===== config.mk =====
export PLATFORM = sky130hd
export DESIGN_NAME = bridge_guard_top
export DESIGN_NICKNAME = d
export VERILOG_FILES = /design/src/rtl/bg_pkg.sv /design/src/rtl/bg_thermal.sv /design/src/rtl/bg_fault_latch.sv /design/src/rtl/bg_enable_gate.sv /design/src/rtl/bridge_guard_top.sv
export SDC_FILE = /design/constraint.sdc
export NUM_CORES = 1
export LEC_CHECK = 0
export ABC_AREA = 1
export BUFFER_PORTS_ARGS = -buffer_cell sky130_fd_sc_hd__buf_2
export CAP_MARGIN = 20
export CORE_MARGIN = 1
export CORE_UTILIZATION = 52
export DETAILED_ROUTE_END_ITERATION = 8
export PLACE_DENSITY_LB_ADDON = 0.2
export REMOVE_ABC_BUFFERS = 1
export SLEW_MARGIN = 20
export SYNTH_ARGS = -nofsm -noshare
export SYNTH_HDL_FRONTEND = slang
export SYNTH_SLANG_ARGS = --single-unit
export TNS_END_PERCENT = 30

===== constraint.sdc =====
create_clock -name clk -period 1.71 [get_ports clk]
set_input_delay 0.342 -clock clk [delete_from_list [all_inputs] [get_ports clk]]
set_output_delay 0.342 -clock clk [all_outputs]
set_load 0.05 [all_outputs]

===== src/rtl/bg_pkg.sv =====
package bg_pkg;

  typedef enum logic [1:0] {
    CAUSE_NONE = 2'b00,
    CAUSE_OC   = 2'b01,
    CAUSE_HOT  = 2'b10,
    CAUSE_UV   = 2'b11
  } cause_e;

  // Next state of the thermal trip with separate set and release levels
  function automatic logic hot_step(input logic hot_now, input int temp,
                                    input int set_lvl, input int rel_lvl);
    return hot_now ? (temp > rel_lvl) : (temp >= set_lvl);
  endfunction

  // Cause recorded when the latch sets; overcurrent wins a tie
  function automatic cause_e trip_cause(input logic oc);
    return oc ? CAUSE_OC : CAUSE_HOT;
  endfunction

endpackage


===== src/rtl/bg_thermal.sv =====
module bg_thermal import bg_pkg::*; #(
  parameter int TEMP_W = 8,
  parameter int WARN_C = 130,
  parameter int SHUT_C = 150,
  parameter int HYST_C = 25
) (
  input  logic              clk,
  input  logic              rst_n,
  input  logic [TEMP_W-1:0] temp_i,
  output logic              hot_o,
  output logic              hot_nx_o,
  output logic              warn_o
);
  localparam int REL_C = SHUT_C - HYST_C;

  logic hot_q, warn_q;

  assign hot_nx_o = hot_step(hot_q, int'(temp_i), SHUT_C, REL_C);

  always_ff @(posedge clk or negedge rst_n) begin
    if (!rst_n) begin
      hot_q  <= 1'b0;
      warn_q <= 1'b0;
    end else begin
      hot_q  <= hot_nx_o;
      warn_q <= int'(temp_i) > WARN_C;
    end
  end

  assign hot_o  = hot_q;
  assign warn_o = warn_q;
endmodule


===== src/rtl/bg_fault_latch.sv =====
module bg_fault_latch #(
  parameter int RETRY_CYC = 64
) (
  input  logic clk,
  input  logic rst_n,
  input  logic trip_i,
  input  logic auto_i,
  input  logic oe_i,
  output logic flt_o,
  output logic expire_o,
  output logic clear_o
);
  localparam int CNT_W = (RETRY_CYC > 1) ? $clog2(RETRY_CYC) : 1;
  localparam logic [CNT_W-1:0] LAST = CNT_W'(RETRY_CYC - 1);

  logic             flt_q, armed_q, oe_q;
  logic [CNT_W-1:0] cnt_q;
  logic             seq_done;

  assign expire_o = flt_q & auto_i & (cnt_q == LAST);
  assign seq_done = flt_q & ~auto_i & armed_q & oe_i;
  assign clear_o  = ~trip_i & (expire_o | seq_done);

  always_ff @(posedge clk or negedge rst_n) begin
    if (!rst_n) begin
      flt_q   <= 1'b0;
      armed_q <= 1'b0;
      oe_q    <= 1'b0;
      cnt_q   <= '0;
    end else begin
      oe_q <= oe_i;
      if (trip_i)       flt_q <= 1'b1;
      else if (clear_o) flt_q <= 1'b0;

      if (!flt_q || !auto_i || expire_o) cnt_q <= '0;
      else                               cnt_q <= cnt_q + CNT_W'(1);

      if (!flt_q || auto_i)        armed_q <= 1'b0;
      else if (armed_q && oe_i)    armed_q <= 1'b0;
      else if (oe_q && !oe_i)      armed_q <= 1'b1;
    end
  end

  assign flt_o = flt_q;
endmodule


===== src/rtl/bg_enable_gate.sv =====
module bg_enable_gate (
  input  logic clk,
  input  logic rst_n,
  input  logic sleep_n_i,
  input  logic oe_i,
  input  logic uv_i,
  input  logic flt_i,
  output logic uv_rise_o,
  output logic off_o
);
  logic uv_q, ready_q;

  always_ff @(posedge clk or negedge rst_n) begin
    if (!rst_n) begin
      uv_q    <= 1'b0;
      ready_q <= 1'b0;
    end else begin
      uv_q    <= uv_i;
      ready_q <= ready_q | (sleep_n_i & oe_i);
    end
  end

  assign uv_rise_o = uv_i & ~uv_q;
  assign off_o     = ~ready_q | flt_i | uv_q | ~sleep_n_i | ~oe_i;
endmodule


===== src/rtl/bridge_guard_top.sv =====
module bridge_guard_top import bg_pkg::*; #(
  parameter int TEMP_W    = 8,
  parameter int WARN_C    = 130,
  parameter int SHUT_C    = 150,
  parameter int HYST_C    = 25,
  parameter int RETRY_CYC = 64
) (
  input  logic              clk,
  input  logic              rst_n,
  input  logic              oc_flag_i,
  input  logic              uv_flag_i,
  input  logic [TEMP_W-1:0] temp_code_i,
  input  logic              sleep_n_i,
  input  logic              oe_i,
  input  logic              auto_mode_i,
  output logic              warn_n_o,
  output logic              fault_n_o,
  output logic              bridge_off_o,
  output logic [1:0]        cause_o
);
  logic   hot_w, hot_nx_w, warn_w;
  logic   trip_w, flt_w, expire_w, clear_w;
  logic   uv_rise_w, latch_set_w;
  cause_e cause_q;

  bg_thermal #(.TEMP_W(TEMP_W), .WARN_C(WARN_C), .SHUT_C(SHUT_C), .HYST_C(HYST_C)) u_therm (
    .clk(clk), .rst_n(rst_n), .temp_i(temp_code_i),
    .hot_o(hot_w), .hot_nx_o(hot_nx_w), .warn_o(warn_w)
  );

  assign trip_w      = oc_flag_i | hot_nx_w;
  assign latch_set_w = trip_w & ~flt_w;

  bg_fault_latch #(.RETRY_CYC(RETRY_CYC)) u_latch (
    .clk(clk), .rst_n(rst_n), .trip_i(trip_w), .auto_i(auto_mode_i), .oe_i(oe_i),
    .flt_o(flt_w), .expire_o(expire_w), .clear_o(clear_w)
  );

  bg_enable_gate u_gate (
    .clk(clk), .rst_n(rst_n), .sleep_n_i(sleep_n_i), .oe_i(oe_i),
    .uv_i(uv_flag_i), .flt_i(flt_w), .uv_rise_o(uv_rise_w), .off_o(bridge_off_o)
  );

  always_ff @(posedge clk or negedge rst_n) begin
    if (!rst_n)           cause_q <= CAUSE_NONE;
    else if (latch_set_w) cause_q <= trip_cause(oc_flag_i);
    else if (uv_rise_w)   cause_q <= CAUSE_UV;
  end

  assign cause_o   = cause_q;
  assign warn_n_o  = ~warn_w;
  assign fault_n_o = ~flt_w;
endmodule


After elaboration in Yosys (flattened, before gate mapping)

Index checks and enable logic that the tools add are counted.

Word-level logic and storage cells: 59
Output and inout bits: 5
Register bits after elaboration: 15
Input port bits: 15

Equal/unequal tests: 1
Reduce and logical (&&, ||, !) cells: 11
Add/subtract/negate cells: 1
Bitwise operators: 24
Multiplexer cells: 10
$lt $le $gt $ge: 3

Operator list:

| operator            | number |
|---|---|
| $and 1x1->1         | 9 |
| $ge 8x8->1 const B  | 1 |
| $gt 8x7->1 const B  | 1 |
| $gt 8x8->1 const B  | 1 |
| $not 1->1           | 8 |
| $or 1x1->1          | 7 |
| $add 6x1->6 const B | 1 |
| $eq 6x6->1 const B  | 1 |
| $mux 1              | 6 |
| $mux 2              | 3 |
| $mux 6              | 1 |
| $reduce_bool 2->1   | 2 |
| $logic_not 1->1     | 3 |
| $logic_or 1x1->1    | 3 |
| $reduce_bool 3->1   | 1 |
| $logic_and 1x1->1   | 2 |

Depth between registers and ports, before layout

Gate-level depths: netlist of the first run.

Depth in word-level cells: 8
Gate-level depth with buffers: 8
Depth with buffers taken out: 8

Hierarchy

Synthesis of the first run repeated with hierarchy kept, for this count alone.

Cell total of the unflattened synthesis: 97
Area, all modules: 752.0 um2

By module, submodules not included:

| module           | cells each | area each (um2) | instances | seq. area each (um2) |
|---|---|---|---|---|
| bg_fault_latch   | 45         | 406.6           | 1         | 225.2 |
| bg_thermal       | 26         | 146.4           | 1         | 50.0 |
| bridge_guard_top | 16         | 118.9           | 1         | 50.0 |
| bg_enable_gate   | 10         | 80.1            | 1         | 50.0 |

Worst setup path before layout of the first run

Ideal clock, no wire load.

Path type: flip-flop to output port
Start point: reg u_latch.flt_q (netlist: u_latch.flt_o)
End point: out bridge_off_o
Path slack: 0.203 ns
Data arrival time: 1.165 ns
Data required time: 1.368 ns
Stages on the path, launching flop included: 2
Path buffers: 0
Cell sequence: dfrtp_1 > or4_1

Longest elaborated chain between the ends: 4

Ends and longest elaborated chain:

| what                     | line                   | RTL |
|---|---|---|
| start, declared          | bg_fault_latch.sv:16   | `logic flt_q, armed_q, oe_q;` |
| start signal, assigned   | bg_fault_latch.sv:26   | `flt_q <= 1'b0;` |
| start signal, assigned   | bg_fault_latch.sv:32   | `if (trip_i) flt_q <= 1'b1;` |
| start signal, assigned   | bg_fault_latch.sv:33   | `else if (clear_o) flt_q <= 1'b0;` |
| $or 1x1->1 (4 in series) | bg_enable_gate.sv:24   | `assign off_o = ~ready_q \| flt_i \| uv_q \| ~sleep_n_i \| ~oe_i;` |
| end, declared            | bridge_guard_top.sv:18 | `output logic bridge_off_o,` |

No other way between the ends.

Worst setup path after layout of the first run

Start point: reg u_gate.uv_q
End point: out bridge_off_o

Longest elaborated chain between the ends: 3

Ends and longest elaborated chain:

| what                     | line                 | RTL |
|---|---|---|
| start, declared          | bg_enable_gate.sv:11 | `logic uv_q, ready_q;` |
| start signal, assigned   | bg_enable_gate.sv:18 | `uv_q <= uv_i;` |
| $or 1x1->1 (3 in series) | bg_enable_gate.sv:24 |  |

No other way between the ends.

==> results of run 1 <==
cells in the mapped netlist (all sizes together):
master  number
o21ai        3
a31oi        1
inv         10
nand3b       1
nor2        13
nand3        5
nor3b        1
and3         1
nand4        1
nor3         1
a21o         1
ha           1
o211ai       1
or4          1
nand2       18
dfrtp       15
a21oi        2
where the power goes:
part | switching, mW | internal, mW
registers | 0.0111 | 0.373
logic | 0.0745 | 0.0397
clock network | 0.126 | 0.0908
state kept, by name (all words and copies together) (netlist names):
signal,cells
u_latch.cnt_q,6
cause_o,2
u_gate.ready_q,1
u_gate.uv_q,1
u_latch.armed_q,1
u_latch.flt_o,1
u_latch.oe_q,1
u_therm.hot_o,1
u_therm.warn_o,1
per-layer routing:
metal  vias up  part of all wire  GRT usage
li1        297                 -          -
met1       274              0.46      0.305
met2        22              0.47      0.369
met3         8             0.045     0.0523
met4         0             0.028      0.134
met5         -                 0          0
layout by cell type, fill, tap and decap left out, types with 2 or more instances in the layout:
cell	n
buf_2	18
clkbuf_4	3
buf_4	2
nand3_1	2
dfrtp_1	15
nand3_2	3
nor2_1	10
nor2_2	2
inv_1	10
a21oi_1	2
nand2_1	16
o21ai_1	2
nand2_2	2
worst max-delay path by stage:
stage / from / end
floorplan: u_latch.flt_o$_DFFE_PN0P_ / bridge_off_o
global placement: u_latch.flt_o$_DFFE_PN0P_ / bridge_off_o
global route: u_gate.uv_q$_DFF_PN0_ / bridge_off_o
finish: u_gate.uv_q$_DFF_PN0_ / bridge_off_o
detailed placement: u_latch.flt_o$_DFFE_PN0P_ / bridge_off_o
CTS: u_gate.uv_q$_DFF_PN0_ / bridge_off_o
cell families (layout without fill, tap and decap cells):
logic type / after synthesis / after routing
flip-flops: 15 / 15
AND/OR/NAND/NOR: 42 / 42
AO/OA/AOI/OAI: 8 / 8
adder cells (fa/ha/maj): 1 / 1
buffers and inverters: 10 / 36
layout make-up:
cell class | instances | area [um2] | area share
clock buffers | 4 | 26.3 | 0.0304
inverters | 10 | 37.5 | 0.0435
well taps | 14 | 17.5 | 0.0203
repair buffers | 22 | 130 | 0.151
flip-flops and latches | 15 | 375 | 0.435
multi-input cells | 51 | 277 | 0.320
stage by stage:
step | area (um2) | setup WS, ns
6_report | 863 | -0.00795
5_1_grt | 863 | -0.0291
4_1_cts | 856 | 0.00345
3_5_place_dp | 798 | 0.229
3_3_place_gp | 798 | 0.258
2_1_floorplan | 686 | 0.203
what timing repair did:
item | in CTS | in global routing
pin swaps | 1 | 1
endpoints found under the hold margin | 15 | 0
buffers inserted | 1 | 1
endpoints found under the setup margin | 1 | 1
resized for setup | 4 | 0
hold buffers | 1 | 0
==> results.toml, run 1 <==
[worst_setup_path]
reg2regPathDepth = 7
cp_num_cells = 2
max_stage_delay_ns = 0.52
start_kind = "register"
critPathSlowestCell = "or4_4"
r2r_start = "u_latch.cnt_q[0]$_DFF_PN0_"
worstPathCellList = "or4_4 -> buf_8"
path_max_fanout = 2
r2r_slack_ns = 0.40
endpoint_kind = "primary output"
required_ns = 1.37
crit_family = "simple AND/OR/NAND/NOR gates"
critPathKind = "reg -> out"
cp_data_arrival_time_ns = 1.38
r2r-end = "u_latch.cnt_q[5]$_DFF_PN0_"
critPathBufInv = 1

[layout]
antenna_cells = 0
stdcell_count = 116
syn2layout_area_growth_pct = 25.9
final.fill_count = 85
final_layout_size_suffix_gt1_frac = 0.324
utilization = 0.737
nets = 119

[yosys]
synth_top_family_by_area = "simple AND/OR/NAND/NOR gates"
syn_area_um2 = 686
yosys.area_share.xor_xnor = 0
synth-seq-area-share = 0.547
yosysWarnings = 0
muxShareOfSynthArea = 0
synth_area_per_cell_um2 = 9.02
synthSimpleGateAreaFrac = 0.312
synth_fa_ha_area_frac = 0.0182
synth-compound-area-share = 0.0675
synthDistinctLibCells = 22
syn_inst = 76
ys_ff_latch = 15
synth_top_area_frac = 0.547
yosysTopAreaCell = "dfrtp_1"
synth_area_leaders = "dfrtp_1 55%, nand2_1 8.8%, inv_1 5.5%"

[sta]
fin_skew_ns = 0.00306
finalCriticalPeriod_ns = 1.72
slew_headroom = 0.776
layout_setup_ws_ns = -0.00795
hold_ws_ns = 0.179
tightest_slew_ns = 0.336
fin_crit_sh = 1.00
setup_viol = 1
fmax_mhz = 582
slew_viol_final = 0
rsz0062_at_grt = "yes"
final.setup.tns_ns = -0.00795
final_hold_viol_count = 0

[min_path]
min_from = "uv_flag_i"
whs_path_depth = 1
hold_class = "in -> reg"
worstHoldEndpoint = "u_gate.uv_q$_DFF_PN0_"

[status]
failed_checks = "negative setup slack"
outcome = "complete, but fails checks"

[route]
drt_iter0_drc = 14
dr_total_vias = 601
drc_errors = 0
vias_per_cell = 5.18
antenna_left = 0
firstDrtPassIters = 4
drt-total-wl_um = 1500
wire_per_inst_um = 12.9

[die]
placeableCoreArea_mm2 = 0.00117
initial_core_util = 0.585
io_pins = 20
die_h_um = 38.3
num_rows = 12
die_w_um = 38.3
design.die.area_mm2 = 0.00147

[clocking]
clk_latency_ns = 0.29
cts_tree = "yes"
cts_sinks = 15
cts_root_buffer = "clkbuf_4"
h-tree-depth = 1
clk_pin_slew_ns = 0.09
cts_made_buffers = 3
ctsLongestPathBuffers = 2

[global_route]
grtUsageTotal = 0.238
grt_max_degree = 16
grt_overflow = 0
grt_pass1_vias = 530
grt_pass1_wl_um = 2240
antenna_found_initial = 0

[power]
p_per_area_mw_per_mm2 = 828
p_leak_nw = 0.439
vdd_ir_drop_max_v = 0.000517
p_total_uw = 715

[place]
place_hpwl_um = 893
port-buffer-count = 19
gp_congestion = 0.652
dp.cells = 109

[run]
cap_violations = 0
No activity file was read; power rests on OpenSTA's default activity.
==> run 2, diff against run 1 <==
- RECOVER_POWER: default -> 50
==> run 2 against run 1 <==
Net effect:
- the run still ends with negative setup slack left
- first-iteration DRC count down 21%
- die area unchanged
- final cell count unchanged
- non-clock buffer count did not move
- register-to-register slack is essentially flat
- critical path depth is the same
- critical path type unchanged
- largest cell class unchanged
- largest power group unchanged
==> results.toml, run 2 (same netlist as run 1, synthesis figures left out) <==
[global_route]
grt-busiest-layer = "met2"
grt_max_degree = 16
grt_overflow = 0
grt_pass1_vias = 530
met3_usage = 0.0523
grtUsageTotal = 0.238
grt_pass1_wl_um = 2240
use_met1 = 0.305
met2_usage = 0.369
antenna_found_initial = 0

[sta]
setup_viol = 1
slew_headroom = 0.467
rsz0062_at_grt = "yes"
slew_viol_final = 0
fmax_mhz = 582
layout_setup_ws_ns = -0.00840
finalCriticalPeriod_ns = 1.72
fin_skew_ns = 0.00339
hold_ws_ns = 0.176
final_hold_viol_count = 0
tightest_slew_ns = 0.800
fin_crit_sh = 1.00

[die]
placeableCoreArea_mm2 = 0.00117
design.die.area_mm2 = 0.00147
num_rows = 12
initial_core_util = 0.585
die_w_um = 38.3
die_h_um = 38.3
io_pins = 20

[route]
vias_per_cell = 5.09
firstDrtPassIters = 3
antenna_left = 0
drc_errors = 0
drt-total-wl_um = 1490
drt_iter0_drc = 11
wire_per_inst_um = 12.9
dr_total_vias = 590

[place]
dpl-instance-area_um2 = 798
place_hpwl_um = 893
port-buffer-count = 19
gp_congestion = 0.652

[layout]
nets = 119
antenna_cells = 0
mostFrequentLayoutCells = "16 x nand2_1, 15 x dfrtp_1, 15 x buf_2"
final_common_cell = "nand2_1"
syn2layout_area_growth_pct = 25.4
final_layout_size_suffix_gt1_frac = 0.294
final_area_um2 = 860
largest_reg_flops = 6
regMostFlops = "u_latch.cnt_q"

[clocking]
cts_made_buffers = 3
ctsLongestPathBuffers = 2
cts_sinks = 15
clk_latency_ns = 0.29
cts_tree = "yes"
cts_root_buffer = "clkbuf_4"
clk_pin_slew_ns = 0.09
h-tree-depth = 1

[power]
p_leak_nw = 0.431
p_per_area_mw_per_mm2 = 830
vdd_ir_drop_max_v = 0.000517

[worst_setup_path]
max_stage_delay_ns = 0.52
start_kind = "register"
endpoint_kind = "primary output"
required_ns = 1.37
critPathKind = "reg -> out"
path_max_fanout = 2
cp_data_arrival_time_ns = 1.38
critPathSlowestCell = "or4_4"
worstPathCellList = "or4_4 -> buf_8"

[status]
outcome = "complete, but fails checks"
failed_checks = "negative setup slack"

[run]
cap_violations = 0

[min_path]
hold_class = "in -> reg"
## run 2: cell types whose count changed in the layout (fill, tap and decap cells not counted), sizes merged
cell    before  now
clkbuf       4    7
buf         21   18
## run 2: area by class of cell
cell class / count / area, um2
Sequential cell: 15 / 375
Tap cell: 14 / 17.5
Inverter: 10 / 37.5
Timing Repair Buffer: 22 / 126
Fill cell: 86 / 312
Clock buffer: 4 / 26.3
Multi-Input combinational cell: 51 / 277
## run 2: worst paths after layout
| path | from | end | slack (ns) | cells after the start |
|---|---|---|---|---|
| setup reg to reg | u_latch.cnt_q[0]$_DFF_PN0_ | u_latch.cnt_q[5]$_DFF_PN0_ | 0.39 | 7 |
| setup / recovery | u_gate.uv_q$_DFF_PN0_ | bridge_off_o | -0.008 | 2 |
| min in group asynchronous | rst_n | u_latch.flt_o$_DFFE_PN0P_ | 0.64 | 2 |
| hold / removal | uv_flag_i | u_gate.uv_q$_DFF_PN0_ | 0.18 | 1 |
| max in group asynchronous | rst_n | u_therm.hot_o$_DFF_PN0_ | 0.58 | 2 |
| hold reg to reg | u_gate.ready_q$_DFF_PN0_ | u_gate.ready_q$_DFF_PN0_ | 0.47 | 2 |
## run 2: repair_timing
item                                   CTS  global route
resized for setup                        4             0
cloned                                   0             0
pin swaps                                1             1
hold buffers                             1             0
setup endpoints to repair                1             1
endpoints found under the hold margin   15             0
setup buffers                            1             1
## run 2: stage by stage
stage          power, mW  instances  setup slack, ns  TNS [ns]  utilization
2_1_floorplan      0.454         76            0.203         0            -
3_3_place_gp       0.495        109            0.258         0        0.682
3_5_place_dp       0.496        109            0.229         0        0.682
4_1_cts            0.700        115          0.00345         0        0.731
5_1_grt            0.740        116          -0.0291   -0.0291        0.734
6_report           0.714        116         -0.00840  -0.00840        0.734
## run 2: worst max-delay path, delay by kind of cell (launching register included)
family / cells / cell delay, ns
AND/OR/NAND/NOR: 1 / 0.52
buffers and inverters: 1 / 0.17
flip-flops: 1 / 0.40
## run 2: routing by layer
metal | up-vias | routed length (um)
li1 | 295 | -
met1 | 269 | 665
met2 | 20 | 707
met3 | 6 | 77
met4 | 0 | 41
met5 | - | 0
## run 2: power breakdown
group	total, mW	switching [mW]	internal (mW)
Combinational	0.113	0.0743	0.0387
Sequential	0.384	0.0110	0.373
Clock	0.217	0.126	0.0909
==> run 3, diff against run 2 <==
- PLACE_DENSITY: default -> 0.78
- PLACE_DENSITY_LB_ADDON: 0.2 -> default
==> run 3 against run 2 <==
Net effect:
- the run now ends clean
- clock skew rose by 0.0051 ns
- combinational power about the same
- flip-flop and latch count stayed put
- die area stayed put
- first-iteration DRC count is 45% lower
- clock power decreased by 8%
- final area shrank 0.73%
- critical path type unchanged
- largest cell class unchanged
- highest routed layer unchanged
==> results.toml, run 3 (same netlist as run 1, synthesis figures left out) <==
[status]
outcome = "completed"

[sta]
final_hold_viol_count = 0
hold_ws_ns = 0.177
fin_crit_sh = 0.988
finalCriticalPeriod_ns = 1.69
slew_viol_final = 0
fmax_mhz = 592
tightest_slew_ns = 0.809
rsz0062_at_grt = "yes"
slew_headroom = 0.461
fin_skew_ns = 0.00848
setup_viol = 0

[clocking]
cts_root_buffer = "clkbuf_4"
cts_sinks = 15
cts_made_buffers = 3
clk_latency_ns = 0.28
clk_pin_slew_ns = 0.08
cts_tree = "yes"
ctsLongestPathBuffers = 2
h-tree-depth = 1

[place]
gp_congestion = 0.686
port-buffer-count = 19
place_hpwl_um = 1040

[global_route]
grt_pass1_vias = 557
grt_pass1_wl_um = 2200
antenna_found_initial = 0
grt_overflow = 0
grtUsageTotal = 0.231
grt_max_degree = 16

[power]
vdd_ir_drop_max_v = 0.000653
p_total_uw = 696
p_leak_nw = 0.429
p_per_area_mw_per_mm2 = 815

[worst_setup_path]
critical_path.startpoint = "u_gate.uv_q$_DFF_PN0_"
critPathSlowestCell = "or4_4"
endpoint_kind = "primary output"
start_kind = "register"
r2r_start = "u_latch.cnt_q[0]$_DFF_PN0_"
critPathKind = "reg -> out"
max_stage_delay_ns = 0.52
crit_family = "simple AND/OR/NAND/NOR gates"
worstPathCellList = "or4_4 -> buf_8"
path_max_fanout = 2
cp_data_arrival_time_ns = 1.35
critPathBufInv = 1
required_ns = 1.37

[route]
wire_per_inst_um = 11.8
vias_per_cell = 5.02
drc_errors = 0
drt-total-wl_um = 1360
antenna_left = 0
drt_iter0_drc = 6
dr_total_vias = 577
firstDrtPassIters = 4

[layout]
antenna_cells = 0
syn2layout_area_growth_pct = 24.5
regMostFlops = "u_latch.cnt_q"
mostFrequentLayoutCells = "16 x nand2_1, 15 x dfrtp_1, 15 x buf_2"
utilization = 0.729
largest_reg_flops = 6
final_common_cell = "nand2_1"
final_layout_size_suffix_gt1_frac = 0.297
nets = 118

[die]
die_w_um = 38.3
initial_core_util = 0.585
design.die.area_mm2 = 0.00147
placeableCoreArea_mm2 = 0.00117
die_h_um = 38.3
io_pins = 20
num_rows = 12

[min_path]
hold_class = "in -> reg"
min_from = "uv_flag_i"

[run]
cap_violations = 0
[run 3: cell type report]
type,instances,area [um2]
Tap cell,14,17.5
Clock inverter,1,5.00
Inverter,10,37.5
Sequential cell,15,375
Fill cell,102,318
Timing Repair Buffer,21,119
Clock buffer,3,22.5
Multi-Input combinational cell,51,277
[run 3: worst register-to-register path, delay by kind of cell, from the launching register on]
| kind | cells | cell delay [ns] |
|---|---|---|
| simple gates | 5 | 0.42 |
| flops | 1 | 0.42 |
| fa+ha+maj | 1 | 0.24 |
| compound gates | 1 | 0.20 |
[run 3: layer usage]
metal	routed length, um	part of all wire	track usage	vias to the layer above
li1	-	-	-	293
met1	593	0.44	0.256	265
met2	679	0.50	0.411	15
met3	54	0.040	0.0523	4
met4	28	0.021	0.107	0
met5	0	0	0	-
[run 3: metrics by stage]
step	setup TNS (ns)	worst slack, ns	cell area [um2]	instances
after floorplan	0	0.203	686	76
after global placement	0	0.244	798	109
after detailed placement	0	0.233	798	109
after CTS	0	0.00881	857	115
after global routing	-0.0195	-0.0195	853	115
final	0	0.0200	853	115
[run 3: what timing repair did]
| item | 4_1_cts | 5_1_grt |
|---|---|---|
| hold buffers | 1 | 0 |
| pin swaps | 1 | 0 |
| endpoints found under the setup margin | 1 | 1 |
| endpoints found under the hold margin | 15 | 0 |
| setup buffers | 1 | 0 |
| gates cloned | 0 | 0 |
| resized for setup | 4 | 0 |
[run 3: final timing paths]
kind | end | slack [ns] | cells past startpoint
max | bridge_off_o | 0.02 | 2
min | u_gate.uv_q$_DFF_PN0_ | 0.18 | 1
max reg2reg | u_latch.cnt_q[5]$_DFF_PN0_ | 0.36 | 7
min reg2reg | u_gate.ready_q$_DFF_PN0_ | 0.47 | 2
max in group asynchronous | cause_o[0]$_DFFE_PN0P_ | 0.55 | 2
min in group asynchronous | u_latch.cnt_q[2]$_DFF_PN0_ | 0.65 | 2
[run 3: where the power goes]
part	total (mW)	internal (mW)	switching, mW	leakage (nW)
sequential	0.385	0.373	0.0123	0.179
combinational	0.111	0.0378	0.0736	0.232
clock	0.199	0.0869	0.112	0.0177
